<file path="config.mk">
export PLATFORM = sky130hd
export DESIGN_NAME = speed_cycle_ctrl
export DESIGN_NICKNAME = d
export VERILOG_FILES = /design/src/rtl/spd_pkg.sv /design/src/rtl/speed_class.sv /design/src/rtl/refresh_timer.sv /design/src/rtl/cycle_seq.sv /design/src/rtl/speed_cycle_ctrl.sv
export SDC_FILE = /design/constraint.sdc
export NUM_CORES = 1
export LEC_CHECK = 0
export BUFFER_PORTS_ARGS = -buffer_cell sky130_fd_sc_hd__clkbuf_2
export CAP_MARGIN = 20
export CELL_PAD_IN_SITES_DETAIL_PLACEMENT = 1
export CELL_PAD_IN_SITES_GLOBAL_PLACEMENT = 2
export CORE_MARGIN = 1.5
export CORE_UTILIZATION = 35
export DETAILED_ROUTE_END_ITERATION = 6
export PLACE_DENSITY_LB_ADDON = 0.1
export SYNTH_ARGS = -nofsm -noshare
export SYNTH_HDL_FRONTEND = slang
export SYNTH_HIERARCHICAL = 1
export SYNTH_SLANG_ARGS = --single-unit
</file>
<file path="constraint.sdc">
create_clock -name clk -period 3.94 [get_ports clk]
set_input_delay 0.788 -clock clk [delete_from_list [all_inputs] [get_ports clk]]
set_output_delay 0.788 -clock clk [all_outputs]
set_load 0.03 [all_outputs]
</file>
<file path="src/rtl/spd_pkg.sv">
package spd_pkg;

  typedef enum logic [1:0] {
    ST_IDLE,
    ST_ACCESS,
    ST_REFRESH
  } seq_state_t;

  // Speed class of one access under the effective mode.
  function automatic logic fast_class(input logic mode_fast,
                                      input logic low_half,
                                      input logic rom,
                                      input logic fio);
    return mode_fast && (low_half || rom || fio);
  endfunction

  // Counter preload: the accepting clock is the first clock of a slot.
  function automatic int unsigned slot_preload(input int unsigned len);
    return len - 2;
  endfunction

endpackage

</file>
<file path="src/rtl/speed_class.sv">
module speed_class #(
  parameter int BANK_W = 8
) (
  input  logic              eff_mode,
  input  logic [BANK_W-1:0] bank,
  input  logic              rom_sel,
  input  logic              fio_sel,
  output logic              acc_fast
);
  localparam logic [BANK_W-1:0] HALF = BANK_W'(1) << (BANK_W - 1);

  logic low_half;
  assign low_half = (bank < HALF);
  assign acc_fast = spd_pkg::fast_class(eff_mode, low_half, rom_sel, fio_sel);
endmodule

</file>
<file path="src/rtl/refresh_timer.sv">
module refresh_timer #(
  parameter int REF_INTERVAL = 1280
) (
  input  logic clk,
  input  logic rst_n,
  input  logic serve,
  output logic due
);
  localparam int CW = (REF_INTERVAL > 2) ? $clog2(REF_INTERVAL) : 1;
  localparam logic [CW-1:0] LAST = CW'(REF_INTERVAL - 1);

  logic [CW-1:0] cnt_q;
  logic          due_q;
  logic          tick;

  assign tick = (cnt_q == LAST);
  assign due  = due_q;

  always_ff @(posedge clk) begin
    if (!rst_n) begin
      cnt_q <= '0;
      due_q <= 1'b0;
    end else begin
      cnt_q <= tick ? '0 : cnt_q + 1'b1;
      due_q <= tick | (due_q & ~serve);
    end
  end


  tick_sets_due_chk: assert property (@(posedge clk) disable iff (!rst_n)
    tick |=> due_q);
endmodule

</file>
<file path="src/rtl/cycle_seq.sv">
module cycle_seq #(
  parameter int FAST_LEN = 10,
  parameter int SLOW_LEN = 28
) (
  input  logic clk,
  input  logic rst_n,
  input  logic req,
  input  logic rom_sel,
  input  logic fast_mode,
  input  logic acc_fast,
  input  logic due,
  output logic eff_mode,
  output logic serve,
  output logic ready,
  output logic cyc_fast,
  output logic refresh
);
  import spd_pkg::*;

  localparam int MAXL = (SLOW_LEN > FAST_LEN) ? SLOW_LEN : FAST_LEN;
  localparam int CNT_W = $clog2(MAXL + 1);
  localparam logic [CNT_W-1:0] FAST_LOAD = CNT_W'(slot_preload(FAST_LEN));
  localparam logic [CNT_W-1:0] SLOW_LOAD = CNT_W'(slot_preload(SLOW_LEN));

  seq_state_t     state_q;
  logic [CNT_W-1:0] cnt_q;
  logic           mode_q;
  logic           type_q;

  logic idle, rom_first, steal_now, hidden_now, accept;

  assign idle       = (state_q == ST_IDLE);
  // The mode is sampled live only between accesses.
  assign eff_mode   = idle ? fast_mode : mode_q;
  assign rom_first  = req && rom_sel && acc_fast;
  assign steal_now  = idle && due && eff_mode && !rom_first;
  assign hidden_now = due && !eff_mode && (state_q != ST_REFRESH);
  assign ready      = idle && !steal_now;
  assign accept     = req && ready;
  assign serve      = steal_now || hidden_now;
  assign refresh    = serve;
  assign cyc_fast   = type_q;

  always_ff @(posedge clk) begin
    if (!rst_n) begin
      state_q <= ST_IDLE;
      cnt_q   <= '0;
      mode_q  <= 1'b0;
      type_q  <= 1'b0;
    end else begin
      mode_q <= eff_mode;
      unique case (state_q)
        ST_IDLE: begin
          if (accept) begin
            state_q <= ST_ACCESS;
            cnt_q   <= acc_fast ? FAST_LOAD : SLOW_LOAD;
            type_q  <= acc_fast;
          end else if (steal_now) begin
            state_q <= ST_REFRESH;
            cnt_q   <= FAST_LOAD;
          end
        end
        ST_ACCESS, ST_REFRESH: begin
          if (cnt_q == '0) state_q <= ST_IDLE;
          else             cnt_q   <= cnt_q - 1'b1;
        end
        default: state_q <= ST_IDLE;
      endcase
    end
  end


  accept_stall_chk: assert property (@(posedge clk) disable iff (!rst_n)
    (req && ready) |=> !ready);


  refresh_pulse_chk: assert property (@(posedge clk) disable iff (!rst_n)
    refresh |=> !refresh);


  steal_stall_chk: assert property (@(posedge clk) disable iff (!rst_n)
    (refresh && eff_mode) |-> !ready);


  rom_nodelay_chk: assert property (@(posedge clk) disable iff (!rst_n)
    (idle && req && rom_sel && acc_fast) |-> (ready && !refresh));


  slow_nostall_chk: assert property (@(posedge clk) disable iff (!rst_n)
    (refresh && !eff_mode && idle) |-> ready);


  type_hold_chk: assert property (@(posedge clk) disable iff (!rst_n)
    (!ready && $past(!ready)) |-> $stable(cyc_fast));
endmodule

</file>
<file path="src/rtl/speed_cycle_ctrl.sv">
module speed_cycle_ctrl #(
  parameter int BANK_W       = 8,
  parameter int FAST_LEN     = 10,
  parameter int SLOW_LEN     = 28,
  parameter int REF_INTERVAL = 1280
) (
  input  logic              clk,
  input  logic              rst_n,
  input  logic              req,
  input  logic [BANK_W-1:0] bank,
  input  logic              rom_sel,
  input  logic              fio_sel,
  input  logic              fast_mode,
  output logic              ready,
  output logic              cyc_fast,
  output logic              refresh
);
  logic eff_mode, acc_fast, due, serve;

  speed_class #(.BANK_W(BANK_W)) u_class (
    .eff_mode (eff_mode),
    .bank     (bank),
    .rom_sel  (rom_sel),
    .fio_sel  (fio_sel),
    .acc_fast (acc_fast)
  );

  refresh_timer #(.REF_INTERVAL(REF_INTERVAL)) u_timer (
    .clk   (clk),
    .rst_n (rst_n),
    .serve (serve),
    .due   (due)
  );

  cycle_seq #(.FAST_LEN(FAST_LEN), .SLOW_LEN(SLOW_LEN)) u_seq (
    .clk       (clk),
    .rst_n     (rst_n),
    .req       (req),
    .rom_sel   (rom_sel),
    .fast_mode (fast_mode),
    .acc_fast  (acc_fast),
    .due       (due),
    .eff_mode  (eff_mode),
    .serve     (serve),
    .ready     (ready),
    .cyc_fast  (cyc_fast),
    .refresh   (refresh)
  );
endmodule

</file>
==> summary.txt <==
Clocking
  • Clock sinks: 21
  • H-tree depth: 1
  • # hold bufs at CTS: 0
  • Clock latency on the worst-skew pair: 0.30 ns
  • Clk root buf: clkbuf_4
  • Clock slew at reported path FFs: 0.12 ns
  • CTS Buf Count: 3
  • Number of cells upsized or downsized after cts: 0
  • Post-CTS Setup Bufs: 0
  • TritonCTS clock tree: yes
  • Clk buf depth: 2

Status
  • Status: finished clean

Floorplanning
  • # IOs: 17
  • Chip width: 61.0 um
  • Initial core utilization: 0.376
  • Core Area: 3130 um^2
  • Row count: 20
  • Height of the die: 61.0 um
  • Die Area: 3720 um^2

Placed design
  • DP HPWL: 2.04 mm
  • Number of port buffers: 9
  • GPL Wtd Cong: 0.805
  • Pre-CTS setup slack: 1.04 ns

Final layout
  • Most common cell after layout, fill and taps aside: dfxtp_1
  • Layout cells sized above 1: 0.113
  • Layout area overhead: 8.94%
  • Nets: 170
  • Commonest cells after routing, fill and taps aside: dfxtp_1 (21), inv_1 (12), nor2_1 (11)
  • Ant. Diodes: 0

Global routing
  • Remaining Overflow, GRT: 0
  • First-pass GRT wire length: 4.60 mm
  • Pin count of the biggest net entering global routing: 13
  • Initial antenna violation count: 0
  • Number of global-route vias before repair: 1043
  • Overall Global Routing Usage: 0.168

Synth
  • Number of enable flip-flop cells after synthesis: 0
  • Syn nets: 159
  • Ys Warns: 6
  • Synth unique cells: 37
  • Mapped Cells: 140
  • Syn Area/Cell: 8.40 um^2
  • Asr flop ratio synth: 0
  • Post-synthesis sequential area ratio: 0.357
  • Yosys reg bits: 21
  • Top_reg_cell synth: dfxtp_1
  • Synth Cell Area: 1180 um^2

Timing
  • Final Hold Fails: 0
  • Clock Skew: 0.00334 ns
  • Least-Margin Pin Slew: 0.578 ns
  • Final Cycle Share: 0.796
  • Final setup violation count: 0
  • Final Max Slew Viols: 0
  • Min Tclk post-route: 3.14 ns
  • F_max: 319 MHz
  • RSZ-0062 raised after global routing: false
  • Post-route setup slack: 0.804 ns
  • Setup tns final: 0 ns
  • Max_slew headroom: 0.614

Route
  • Detailed Route Iter0 Violations: 26
  • Post-Route WL: 2.65 mm
  • Via Count: 1024
  • Residual DRC count: 0
  • Routed Antenna Nets: 0
  • Via/cell ratio: 5.28
  • WL per Instance: 13.6 um
  • Drt pass-1 iters: 4

Pwr
  • Sw Ratio: 0.322
  • P_leak: 0.000502 uW
  • Tot Pwr: 468 uW
  • Max IR drop VDD: 137 uV
  • Comb power frac: 0.263
  • P_sw: 151 uW
  • Clock power frac: 0.223
  • Power per Cell Area: 365 nW/um^2
  • Int Pwr: 317 uW
  • Power share of the sequential group: 0.515

Worst setup path
  • Setup CP Type: flop to output pin
  • Worst R2R Setup Slack: 1.71 ns
  • WP data arrival: 2.35 ns
  • Startpoint types: flop
  • Critical Path RT: 3.15 ns
  • Critical Path End Type: output pin
  • CP Max Fanout: 5
  • Worst R2R Start: u_seq/state_q[0]
  • RR Endpoint: u_seq/cnt_q[4]
  • FF-to-FF path depth: 7

Min path
  • Worst hold path startpoint: u_timer/cnt_q[0]
  • Cell depth of the worst hold path: 1
  • Hold/Removal Path Class: flop to flop
  • Hold endpoint: u_timer/cnt_q[0]

Job
  • Max-Cap Viols: 0
[registers in the layout, indices dropped and copies added (netlist names)]
signal	cells
u_seq/state_q	2
u_seq/cnt_q	5
u_seq/cyc_fast	1
u_timer/due	1
u_seq/mode_q	1
u_timer/cnt_q	11
[stage by stage]
stage,utilization,hold slack [ns],cells,area (um^2)
finish,0.410,0.455,194,1280
global route,0.410,0.505,194,1280
floorplan,-,0.418,140,1180
detailed placement,0.401,0.443,190,1250
global placement,0.401,0.428,190,1250
CTS,0.410,0.463,194,1280
[cells in the mapped netlist, types with 2 or more instances]
| master | count | area [um^2] |
|---|---|---|
| and2_1 | 4 | 25.0 |
| o21ai_0 | 9 | 45.0 |
| dfxtp_1 | 21 | 420 |
| ha_1 | 5 | 62.6 |
| nand3b_1 | 2 | 15.0 |
| mux2i_1 | 3 | 30.0 |
| or4_1 | 4 | 30.0 |
| xor2_1 | 2 | 17.5 |
| o31ai_1 | 2 | 15.0 |
| nor4b_1 | 2 | 17.5 |
| nand2b_1 | 4 | 25.0 |
| nand2_1 | 7 | 26.3 |
| nand3_1 | 7 | 35.0 |
| inv_1 | 12 | 45.0 |
| nor4_1 | 4 | 25.0 |
| a31oi_1 | 3 | 18.8 |
| o21a_1 | 3 | 22.5 |
| nor2b_1 | 4 | 25.0 |
| a211oi_1 | 3 | 22.5 |
| nor2_1 | 11 | 41.3 |
| or3_1 | 5 | 31.3 |
| a21oi_1 | 8 | 40.0 |
[layer usage]
metal  share of wire  global-route usage  vias up
li1                -                   -      527
met2            0.45               0.270       14
met3           0.038              0.0554        2
met1            0.50               0.217      481
met4          0.0098              0.0466        0
met5               0                   0        -
[cell type report]
class / instances / area (um^2)
flip-flops and latches: 21 / 420
clock inverters: 1 / 5.00
inverters: 12 / 45.0
clock buffers: 3 / 22.5
repair buffers: 9 / 45.0
well taps: 44 / 55.1
fillers: 395 / 1850
multi-input cells: 104 / 688
[how the worst max path moves through the flow]
stage	startpoint	to	slack, ns	depth (start not counted)
detailed placement	fast_mode	refresh	1.04	8
finish	u_seq/state_q[0]	refresh	0.80	9
CTS	u_seq/state_q[0]	refresh	0.79	9
floorplan	fast_mode	refresh	1.38	6
global route	u_seq/state_q[0]	refresh	0.59	9
global placement	fast_mode	refresh	1.03	8
[worst max-delay path: stages (launching register included)]
cell and delay [ns]:
dfxtp_1 0.35, inv_1 0.08, ha_1 0.28, mux2_2 0.28, a21boi_1 0.32, nand3_1 0.18
nand3_1 0.11, o21ai_0 0.09, and2_1 0.18, clkbuf_2 0.18
[power by group through the flow]
stage | clock network, uW | registers (uW) | logic, uW
2_1_floorplan | 0 | 243 | 94.3
3_3_place_gp | 0 | 244 | 119
3_5_place_dp | 0 | 245 | 121
4_1_cts | 112 | 241 | 122
5_1_grt | 122 | 243 | 137
6_report | 104 | 241 | 123
[kinds of logic (layout without fill, tap and decap cells)]
logic type               Yosys count  count (layout)  synth area share
AND/OR/NAND/NOR                   60              60             0.300
AO/OA/AOI/OAI                     32              32             0.174
flip-flops                        21              21             0.357
buffers and inverters             15              25            0.0574
adder cells (fa/ha/maj)            5               5            0.0532
multiplexers                       4               4            0.0351
XOR/XNOR                           3               3            0.0223
No activity file was read; power rests on OpenSTA's default activity.
